## config.mk

```make
export PLATFORM = sky130hd
export DESIGN_NAME = usb_out_ep
export DESIGN_NICKNAME = d
export VERILOG_FILES = /design/src/rtl/usb_out_ep_pkg.sv /design/src/rtl/usb_out_ep_rx.sv /design/src/rtl/usb_out_ep_store.sv /design/src/rtl/usb_out_ep_ctrl.sv /design/src/rtl/usb_out_ep.sv
export SDC_FILE = /design/constraint.sdc
export NUM_CORES = 1
export LEC_CHECK = 0
export ABC_AREA = 0
export BUFFER_PORTS_ARGS = -buffer_cell sky130_fd_sc_hd__buf_4
export CORE_MARGIN = 5
export CORE_UTILIZATION = 45
export CTS_BUF_LIST = sky130_fd_sc_hd__clkbuf_8
export DETAILED_ROUTE_END_ITERATION = 8
export PLACE_DENSITY = 0.66
export SLEW_MARGIN = 20
export SYNTH_ARGS = -nofsm -noshare
export SYNTH_HDL_FRONTEND = slang
export SYNTH_HIERARCHICAL = 1
export SYNTH_SLANG_ARGS = --single-unit
```

## constraint.sdc

```tcl
create_clock -name clk -period 11.21 [get_ports clk]
set_clock_uncertainty 0.1 [all_clocks]
set_input_delay 2.242 -clock clk [delete_from_list [all_inputs] [get_ports clk]]
set_output_delay 2.242 -clock clk [all_outputs]
set_load 0.02 [all_outputs]
```

## src/rtl/usb_out_ep_pkg.sv

```systemverilog
package usb_out_ep_pkg;
  typedef enum logic [1:0] {
    HS_ACK   = 2'd0,
    HS_NAK   = 2'd1,
    HS_STALL = 2'd2
  } hs_code_e;

  localparam int CSR_CLRTOG = 7;
  localparam int CSR_STSENT = 6;
  localparam int CSR_SNDSTL = 5;
  localparam int CSR_FLUSH  = 4;
  localparam int CSR_DERR   = 3;
  localparam int CSR_OVR    = 2;
  localparam int CSR_FULL   = 1;
  localparam int CSR_RDY    = 0;
endpackage

```

## src/rtl/usb_out_ep_rx.sv

```systemverilog
module usb_out_ep_rx
  import usb_out_ep_pkg::*;
#(
  parameter int DEPTH = 64,
  localparam int AW = $clog2(DEPTH),
  localparam int PW = $clog2(DEPTH + 1)
) (
  input  logic          clk,
  input  logic          rst_n,
  input  logic          iso_mode,
  input  logic          rx_start,
  input  logic          rx_toggle,
  input  logic          rx_valid,
  output logic          rx_ready,
  input  logic [7:0]    rx_data,
  input  logic          rx_end,
  input  logic          rx_crc_err,
  input  logic          rx_stuff_err,
  input  logic          full,
  input  logic          send_stall,
  input  logic          exp_toggle,
  output logic          wr_en,
  output logic [AW-1:0] wr_addr,
  output logic [7:0]    wr_data,
  output logic          commit,
  output logic          commit_err,
  output logic [PW-1:0] commit_len,
  output logic          stall_evt,
  output logic          ovr_evt,
  output logic          tog_flip,
  output logic          hs_valid,
  output logic [1:0]    hs_code
);
  logic          in_pkt, accept, tog_seen;
  logic [PW-1:0] wr_ptr;
  logic          beat, end_evt, pkt_err, room;
  logic          hs_fire;
  hs_code_e      hs_sel;

  assign rx_ready   = in_pkt & ~rx_end;
  assign beat       = rx_valid & rx_ready;
  assign room       = wr_ptr < PW'(DEPTH);
  assign wr_en      = beat & accept & room;
  assign wr_addr    = wr_ptr[AW-1:0];
  assign wr_data    = rx_data;
  assign end_evt    = rx_end & in_pkt;
  assign pkt_err    = rx_crc_err | rx_stuff_err;
  assign commit_len = wr_ptr;
  assign commit_err = pkt_err & iso_mode;

  always_comb begin
    commit    = 1'b0;
    ovr_evt   = 1'b0;
    stall_evt = 1'b0;
    tog_flip  = 1'b0;
    hs_fire   = 1'b0;
    hs_sel    = HS_ACK;
    if (end_evt) begin
      if (iso_mode) begin
        if (accept) commit = 1'b1;
        else        ovr_evt = 1'b1;
      end else if (!pkt_err) begin
        hs_fire = 1'b1;
        if (send_stall) begin
          hs_sel    = HS_STALL;
          stall_evt = 1'b1;
        end else if (!accept) begin
          hs_sel = HS_NAK;
        end else if (tog_seen == exp_toggle) begin
          commit   = 1'b1;
          tog_flip = 1'b1;
        end
      end
    end
  end

  always_ff @(posedge clk or negedge rst_n) begin
    if (!rst_n) begin
      in_pkt   <= 1'b0;
      accept   <= 1'b0;
      tog_seen <= 1'b0;
      wr_ptr   <= '0;
      hs_valid <= 1'b0;
      hs_code  <= HS_ACK;
    end else begin
      hs_valid <= hs_fire;
      hs_code  <= hs_sel;
      if (rx_start) begin
        in_pkt   <= 1'b1;
        accept   <= ~full;
        tog_seen <= rx_toggle;
        wr_ptr   <= '0;
      end else begin
        if (end_evt) in_pkt <= 1'b0;
        if (beat && room) wr_ptr <= wr_ptr + 1'b1;
      end
    end
  end
endmodule

```

## src/rtl/usb_out_ep_store.sv

```systemverilog
module usb_out_ep_store #(
  parameter int DEPTH = 64,
  parameter int NSLOT = 2,
  localparam int AW = $clog2(DEPTH),
  localparam int PW = $clog2(DEPTH + 1),
  localparam int SW = (NSLOT > 1) ? $clog2(NSLOT) : 1
) (
  input  logic          clk,
  input  logic          rst_n,
  input  logic          wr_en,
  input  logic [SW-1:0] wr_slot,
  input  logic [AW-1:0] wr_addr,
  input  logic [7:0]    wr_data,
  input  logic          commit,
  input  logic          commit_err,
  input  logic [PW-1:0] commit_len,
  input  logic [SW-1:0] rd_slot,
  input  logic [AW-1:0] rd_addr,
  output logic [7:0]    slot_byte,
  output logic [PW-1:0] slot_len,
  output logic          slot_err
);
  logic [7:0]    byte_s [NSLOT];
  logic [PW-1:0] len_s  [NSLOT];
  logic          err_s  [NSLOT];

  for (genvar g = 0; g < NSLOT; g++) begin : g_slot
    logic [7:0]    mem [DEPTH];
    logic [PW-1:0] len_q;
    logic          err_q;

    always_ff @(posedge clk) begin
      if (wr_en && wr_slot == SW'(g)) mem[wr_addr] <= wr_data;
    end

    always_ff @(posedge clk or negedge rst_n) begin
      if (!rst_n) begin
        len_q <= '0;
        err_q <= 1'b0;
      end else if (commit && wr_slot == SW'(g)) begin
        len_q <= commit_len;
        err_q <= commit_err;
      end
    end

    assign byte_s[g] = mem[rd_addr];
    assign len_s[g]  = len_q;
    assign err_s[g]  = err_q;
  end

  assign slot_byte = byte_s[rd_slot];
  assign slot_len  = len_s[rd_slot];
  assign slot_err  = err_s[rd_slot];
endmodule

```

## src/rtl/usb_out_ep_ctrl.sv

```systemverilog
module usb_out_ep_ctrl
  import usb_out_ep_pkg::*;
#(
  parameter int DEPTH = 64,
  parameter int NSLOT = 2,
  localparam int AW = $clog2(DEPTH),
  localparam int PW = $clog2(DEPTH + 1),
  localparam int SW = (NSLOT > 1) ? $clog2(NSLOT) : 1,
  localparam int CW = $clog2(NSLOT + 1)
) (
  input  logic          clk,
  input  logic          rst_n,
  input  logic          iso_mode,
  input  logic          dbuf_en,
  input  logic          csr_wr,
  input  logic [7:0]    csr_wdata,
  output logic [7:0]    csr_rdata,
  input  logic          rd_en,
  output logic [7:0]    rd_data,
  output logic [PW-1:0] rd_len,
  output logic          irq,
  input  logic          commit,
  input  logic          stall_evt,
  input  logic          ovr_evt,
  input  logic          tog_flip,
  input  logic [7:0]    slot_byte,
  input  logic [PW-1:0] slot_len,
  input  logic          slot_err,
  output logic          full,
  output logic          exp_toggle,
  output logic          send_stall,
  output logic [SW-1:0] wr_slot,
  output logic [SW-1:0] rd_slot,
  output logic [AW-1:0] rd_addr
);
  logic [CW-1:0] cnt, cap;
  logic [PW-1:0] rd_ptr;
  logic          opr, flush_pend, stall_sent, overrun;
  logic          have, opr_clr, pop, data_err;
  logic          unused_wbits;

  function automatic logic [SW-1:0] slot_next(input logic [SW-1:0] s);
    return (s == SW'(NSLOT - 1)) ? '0 : s + 1'b1;
  endfunction

  assign cap      = dbuf_en ? CW'(NSLOT) : CW'(1);
  assign full     = cnt >= cap;
  assign have     = cnt != '0;
  assign opr_clr  = csr_wr & ~csr_wdata[CSR_FLUSH] & ~csr_wdata[CSR_RDY] & opr;
  assign pop      = (flush_pend & have) | opr_clr;
  assign data_err = opr & iso_mode & slot_err;
  assign rd_addr  = rd_ptr[AW-1:0];
  assign rd_len   = have ? slot_len : '0;
  assign rd_data  = (have && rd_ptr < slot_len) ? slot_byte : 8'h00;
  assign unused_wbits = ^{csr_wdata[CSR_DERR], csr_wdata[CSR_FULL]};

  always_comb begin
    csr_rdata             = 8'h00;
    csr_rdata[CSR_STSENT] = stall_sent;
    csr_rdata[CSR_SNDSTL] = send_stall;
    csr_rdata[CSR_FLUSH]  = flush_pend;
    csr_rdata[CSR_DERR]   = data_err;
    csr_rdata[CSR_OVR]    = overrun;
    csr_rdata[CSR_FULL]   = full;
    csr_rdata[CSR_RDY]    = opr;
  end

  always_ff @(posedge clk or negedge rst_n) begin
    if (!rst_n) begin
      cnt        <= '0;
      wr_slot    <= '0;
      rd_slot    <= '0;
      rd_ptr     <= '0;
      opr        <= 1'b0;
      irq        <= 1'b0;
      flush_pend <= 1'b0;
      stall_sent <= 1'b0;
      overrun    <= 1'b0;
      send_stall <= 1'b0;
      exp_toggle <= 1'b0;
    end else begin
      irq        <= 1'b0;
      flush_pend <= csr_wr & csr_wdata[CSR_FLUSH];

      if (pop) begin
        opr <= 1'b0;
      end else if (!opr && have) begin
        opr <= 1'b1;
        irq <= 1'b1;
      end

      if (commit && !pop)      cnt <= cnt + 1'b1;
      else if (!commit && pop) cnt <= cnt - 1'b1;
      if (commit) wr_slot <= slot_next(wr_slot);
      if (pop)    rd_slot <= slot_next(rd_slot);

      if (pop)                               rd_ptr <= '0;
      else if (rd_en && rd_ptr < PW'(DEPTH)) rd_ptr <= rd_ptr + 1'b1;

      if (csr_wr && csr_wdata[CSR_CLRTOG]) exp_toggle <= 1'b0;
      else if (tog_flip)                   exp_toggle <= ~exp_toggle;

      if (stall_evt)                             stall_sent <= 1'b1;
      else if (csr_wr && !csr_wdata[CSR_STSENT]) stall_sent <= 1'b0;

      if (ovr_evt)                            overrun <= 1'b1;
      else if (csr_wr && !csr_wdata[CSR_OVR]) overrun <= 1'b0;

      if (csr_wr) send_stall <= csr_wdata[CSR_SNDSTL];
    end
  end
endmodule

```

## src/rtl/usb_out_ep.sv

```systemverilog
module usb_out_ep #(
  parameter int DEPTH = 64,
  parameter int NSLOT = 2,
  localparam int AW = $clog2(DEPTH),
  localparam int PW = $clog2(DEPTH + 1),
  localparam int SW = (NSLOT > 1) ? $clog2(NSLOT) : 1
) (
  input  logic          clk,
  input  logic          rst_n,
  input  logic          iso_mode,
  input  logic          dbuf_en,
  input  logic          rx_start,
  input  logic          rx_toggle,
  input  logic          rx_valid,
  output logic          rx_ready,
  input  logic [7:0]    rx_data,
  input  logic          rx_end,
  input  logic          rx_crc_err,
  input  logic          rx_stuff_err,
  output logic          hs_valid,
  output logic [1:0]    hs_code,
  input  logic          csr_wr,
  input  logic [7:0]    csr_wdata,
  output logic [7:0]    csr_rdata,
  input  logic          rd_en,
  output logic [7:0]    rd_data,
  output logic [PW-1:0] rd_len,
  output logic          irq
);
  logic          full, send_stall, exp_toggle;
  logic          wr_en, commit, commit_err, stall_evt, ovr_evt, tog_flip;
  logic [AW-1:0] wr_addr, rd_addr;
  logic [7:0]    wr_data, slot_byte;
  logic [PW-1:0] commit_len, slot_len;
  logic          slot_err;
  logic [SW-1:0] wr_slot, rd_slot;

  usb_out_ep_rx #(.DEPTH(DEPTH)) u_rx (
    .clk, .rst_n, .iso_mode,
    .rx_start, .rx_toggle, .rx_valid, .rx_ready, .rx_data,
    .rx_end, .rx_crc_err, .rx_stuff_err,
    .full, .send_stall, .exp_toggle,
    .wr_en, .wr_addr, .wr_data,
    .commit, .commit_err, .commit_len,
    .stall_evt, .ovr_evt, .tog_flip,
    .hs_valid, .hs_code
  );

  usb_out_ep_store #(.DEPTH(DEPTH), .NSLOT(NSLOT)) u_store (
    .clk, .rst_n,
    .wr_en, .wr_slot, .wr_addr, .wr_data,
    .commit, .commit_err, .commit_len,
    .rd_slot, .rd_addr,
    .slot_byte, .slot_len, .slot_err
  );

  usb_out_ep_ctrl #(.DEPTH(DEPTH), .NSLOT(NSLOT)) u_ctrl (
    .clk, .rst_n, .iso_mode, .dbuf_en,
    .csr_wr, .csr_wdata, .csr_rdata,
    .rd_en, .rd_data, .rd_len, .irq,
    .commit, .stall_evt, .ovr_evt, .tog_flip,
    .slot_byte, .slot_len, .slot_err,
    .full, .exp_toggle, .send_stall,
    .wr_slot, .rd_slot, .rd_addr
  );
endmodule

```

==> results by group <==
Route
  • Antenna-violating nets left: 0
  • DRT iter0 DRCs: around 2,000
  • Post-route DRC: 0
  • Post-Route WL: roughly 90,000 um
  • Via count: 19,400
  • WL per Instance: between 20 and 30 um
  • Router iterations before antenna repair: 7
  • Drt via density: approximately 5.7

Setup path
  • Bufs and invs on worst path: 4
  • CP top delay family: multiplexers
  • Slowest stage delay, CP: 0.74 ns
  • Worst-path fanout max: 28
  • Slowest-stage cell, CP: dfrtp_4
  • Worst path cell trace: buf_4 > buf_4 > mux4_2 > mux4_2 > mux4_2 > mux2_2 > inv_1 > a211oi_1 > buf_4
  • Critical Path Source Type: flip-flop
  • CP Capture Type: output port
  • Setup CP Type: flip-flop to output port
  • FF-to-FF path depth: 3
  • Worst Path Required: 8.87 ns
  • Critical Path AT: slightly above 5 ns
  • Critical Path Stages: 9

Power and ir drop
  • Leakage power: between 10 and 15 nW
  • Power, Total: between 9 and 10 mW
  • IR drop worst, VDD: around 0.18 mV
  • PwrDens: about 210 nW/um^2

Cells and area
  • Final nets: 2,044
  • Share of post-route cells with drive strength above 1: 30.8%
  • Fin util: 50.0%
  • Post-route cell area: between 40,000 and 50,000 sq um
  • Fin cells: ~3,400
  • Syn-to-layout area delta: 10.6%

Timing
  • Fin crit period: approximately 7.4 ns
  • Slew @ Worst Pin: roughly 1.1 ns
  • Setup_tns: 0 ns
  • Slew HR: 27.3%
  • F_max: 135 MHz
  • Tcrit/Tclk final: between 60% and 70%
  • Fin. Hold Viols: 0
  • RSZ-0062 raised after global routing: false
  • Max-slew violations: 0
  • Final Setup Violations: 0

CTS
  • H-tree Lvls: 4
  • Clock sinks: ~1,100
  • PostCTS Resize Cnt: 0
  • Clk pin slew, worst setup/hold paths: about 0.060 ns
  • Clock buffer depth: 3
  • Clock Root Buffer: clkbuf_8
  • Post-CTS Setup Repair Bufs: 0
  • CTS Buf Count: 166
  • Worst-Skew Late Latency: ~0.8 ns
  • TritonCTS clock tree: built
  • CTS Hold Bufs: 0

Synthesis
  • Synthesized area per cell: ~22 sq um
  • Fraction of registers with async set/reset: roughly 4.4%
  • Synth Flop Type: edfxtp_1
  • Number of synthesized flops with an enable pin: a little over 1,000
  • Sequential-to-total area share from yosys stat: approximately 76%
  • Post-Syn Instances: between 1,500 and 2,000
  • Mapped cell area: 42,200 sq um
  • Netlist cell types: 50
  • FF+latch count, synth: around 1,100
  • YS warnings: 6
  • Syn nets: about 1,900

Place
  • PortBufs: 52
  • Cell Area, Placed: between 40,000 and 50,000 sq um
  • Routability congestion estimate: around 0.78
  • Cells after DPL: 3,091
  • DP HPWL: about 53,000 um

Job
  • Max Cap Viol: 0

Floorplanning
  • Die height: approximately 320 um
  • Core Footprint: ~93,000 sq um
  • Ports: 56
  • Row count: between 100 and 150
  • Starting Density: between 40% and 50%
  • Die area: roughly 100,000 sq um
  • Die W: 316 um

Global route
  • Largest net degree at the start of global routing: between 100 and 150
  • Initial antenna violation count: 4
  • GRT Overall Usage: a little under a fifth
  • Grt ovf: 0
  • Vias in the first global route: 20,200
  • First-pass GRT wire length: 134,000 um

Status
  • Status: completed

Hold path
  • Hold Path Stages: 1
  • Min-delay worst type: flip-flop to flip-flop
[through the flow]
step / worst slack, ns / hold WS, ns
after global routing: 3.42 / 0.397
after detailed placement: 4.53 / 0.368
after floorplan: 5.85 / 0.340
after global placement: 4.56 / 0.360
final: 3.82 / 0.378
after CTS: 3.61 / 0.382
[cells in the final DEF, fill, tap and decap left out, drive strengths merged, types with 2 or more instances in the layout]
master | netlist | routed
a211oi | 9 | 9
a21o | 4 | 4
a21oi | 13 | 13
and2 | 5 | 5
and3 | 2 | 2
buf | 76 | 71
bufinv | 0 | 2
clkbuf | 48 | 166
clkinv | 0 | 54
clkinvlp | 0 | 3
dfrtp | 47 | 47
diode | 0 | 2
edfxtp | 1024 | 1024
ha | 11 | 11
inv | 30 | 97
mux2 | 34 | 34
mux4 | 336 | 336
nand2 | 24 | 24
nand2b | 5 | 5
nand3 | 12 | 12
nand3b | 7 | 7
nor2 | 149 | 149
nor2b | 5 | 5
nor3 | 2 | 2
nor3b | 2 | 2
nor4 | 2 | 2
o21ai | 6 | 6
or2 | 2 | 2
or3 | 7 | 7
or3b | 3 | 3
xnor2 | 4 | 4
xor2 | 6 | 6
[routing by layer]
metal  global-route usage, %  vias up  routed length (um)
met5                       0        -                  22
met4                    5.48        4                2010
met3                    5.37      135                7830
met2                    28.6      810               43600
met1                    25.6    10400               36700
li1                        -     8112                   -
[path summary, 6_finish.rpt]
check / startpoint / end / slack, ns
worst max-delay path: u_ctrl/rd_ptr[0]$_DFFE_PN0P_ / rd_data[6] / 3.82
worst min-delay path: u_ctrl/overrun$_DFFE_PN0P_ / u_ctrl/overrun$_DFFE_PN0P_ / 0.38
worst max register to register: u_rx/commit_len[0]$_DFFE_PN0P_ / u_store/g_slot[1].mem[7][2]$_DFFE_PP_ / 7.66
worst min register to register: u_ctrl/overrun$_DFFE_PN0P_ / u_ctrl/overrun$_DFFE_PN0P_ / 0.38
max in group asynchronous: rst_n / u_ctrl/rd_ptr[0]$_DFFE_PN0P_ / 9.22
min in group asynchronous: rst_n / u_rx/hs_code[0]$_DFF_PN0_ / 1.33
[area by class of cell]
class                           count  area [sq um]
Antenna cell                        2          5.00
Clock buffer                      166          2280
Clock inverter                    126           669
Fill cell                        7274         46600
Inverter                           30           113
Multi-Input combinational cell    665          9490
Sequential cell                  1071         31900
Tap cell                         1254          1570
Timing Repair Buffer               71           562
[sequential cells by signal, summed over array words and instances (netlist names), 2 cells and up]
name / cells
u_store/g_slot.len_q: 14
u_ctrl/cnt: 2
u_rx/commit_len: 7
u_rx/hs_code: 2
u_store/g_slot.err_q: 2
u_store/g_slot.mem: 1024
u_ctrl/rd_ptr: 7
[kinds of logic after synthesis]
logic type	share of synthesized area, %
buf+inv	1.80
mux	18.9
simple gates	2.50
flops	75.7
fa+ha+maj	0.326
xor+xnor	0.208
compound gates	0.587
other cells	0.00889
[report_power, final]
part	internal [mW]	total [mW]	switching (mW)
logic	1.15	2.27	1.11
registers	4.42	4.54	0.118
clock network	1.44	2.91	1.47
[synthesized netlist by cell type (all sizes together), types with 5 or more instances]
master     n  area, sq um
dfrtp     47         1180
ha        11          138
inv       30          113
nand2b     5         31.3
nor2b      5         31.3
mux2      34          383
o21ai      6         30.0
a211oi     9         67.6
edfxtp  1024        30700
mux4     336         7570
nand3b     7         52.6
or3        7         43.8
buf       76          465
nand3     12         60.1
xor2       6         52.6
and2       5         31.3
nand2     24         90.1
nor2     149          559
clkbuf    48          180
a21oi     13         68.8
(Power assumes the default switching activity.)
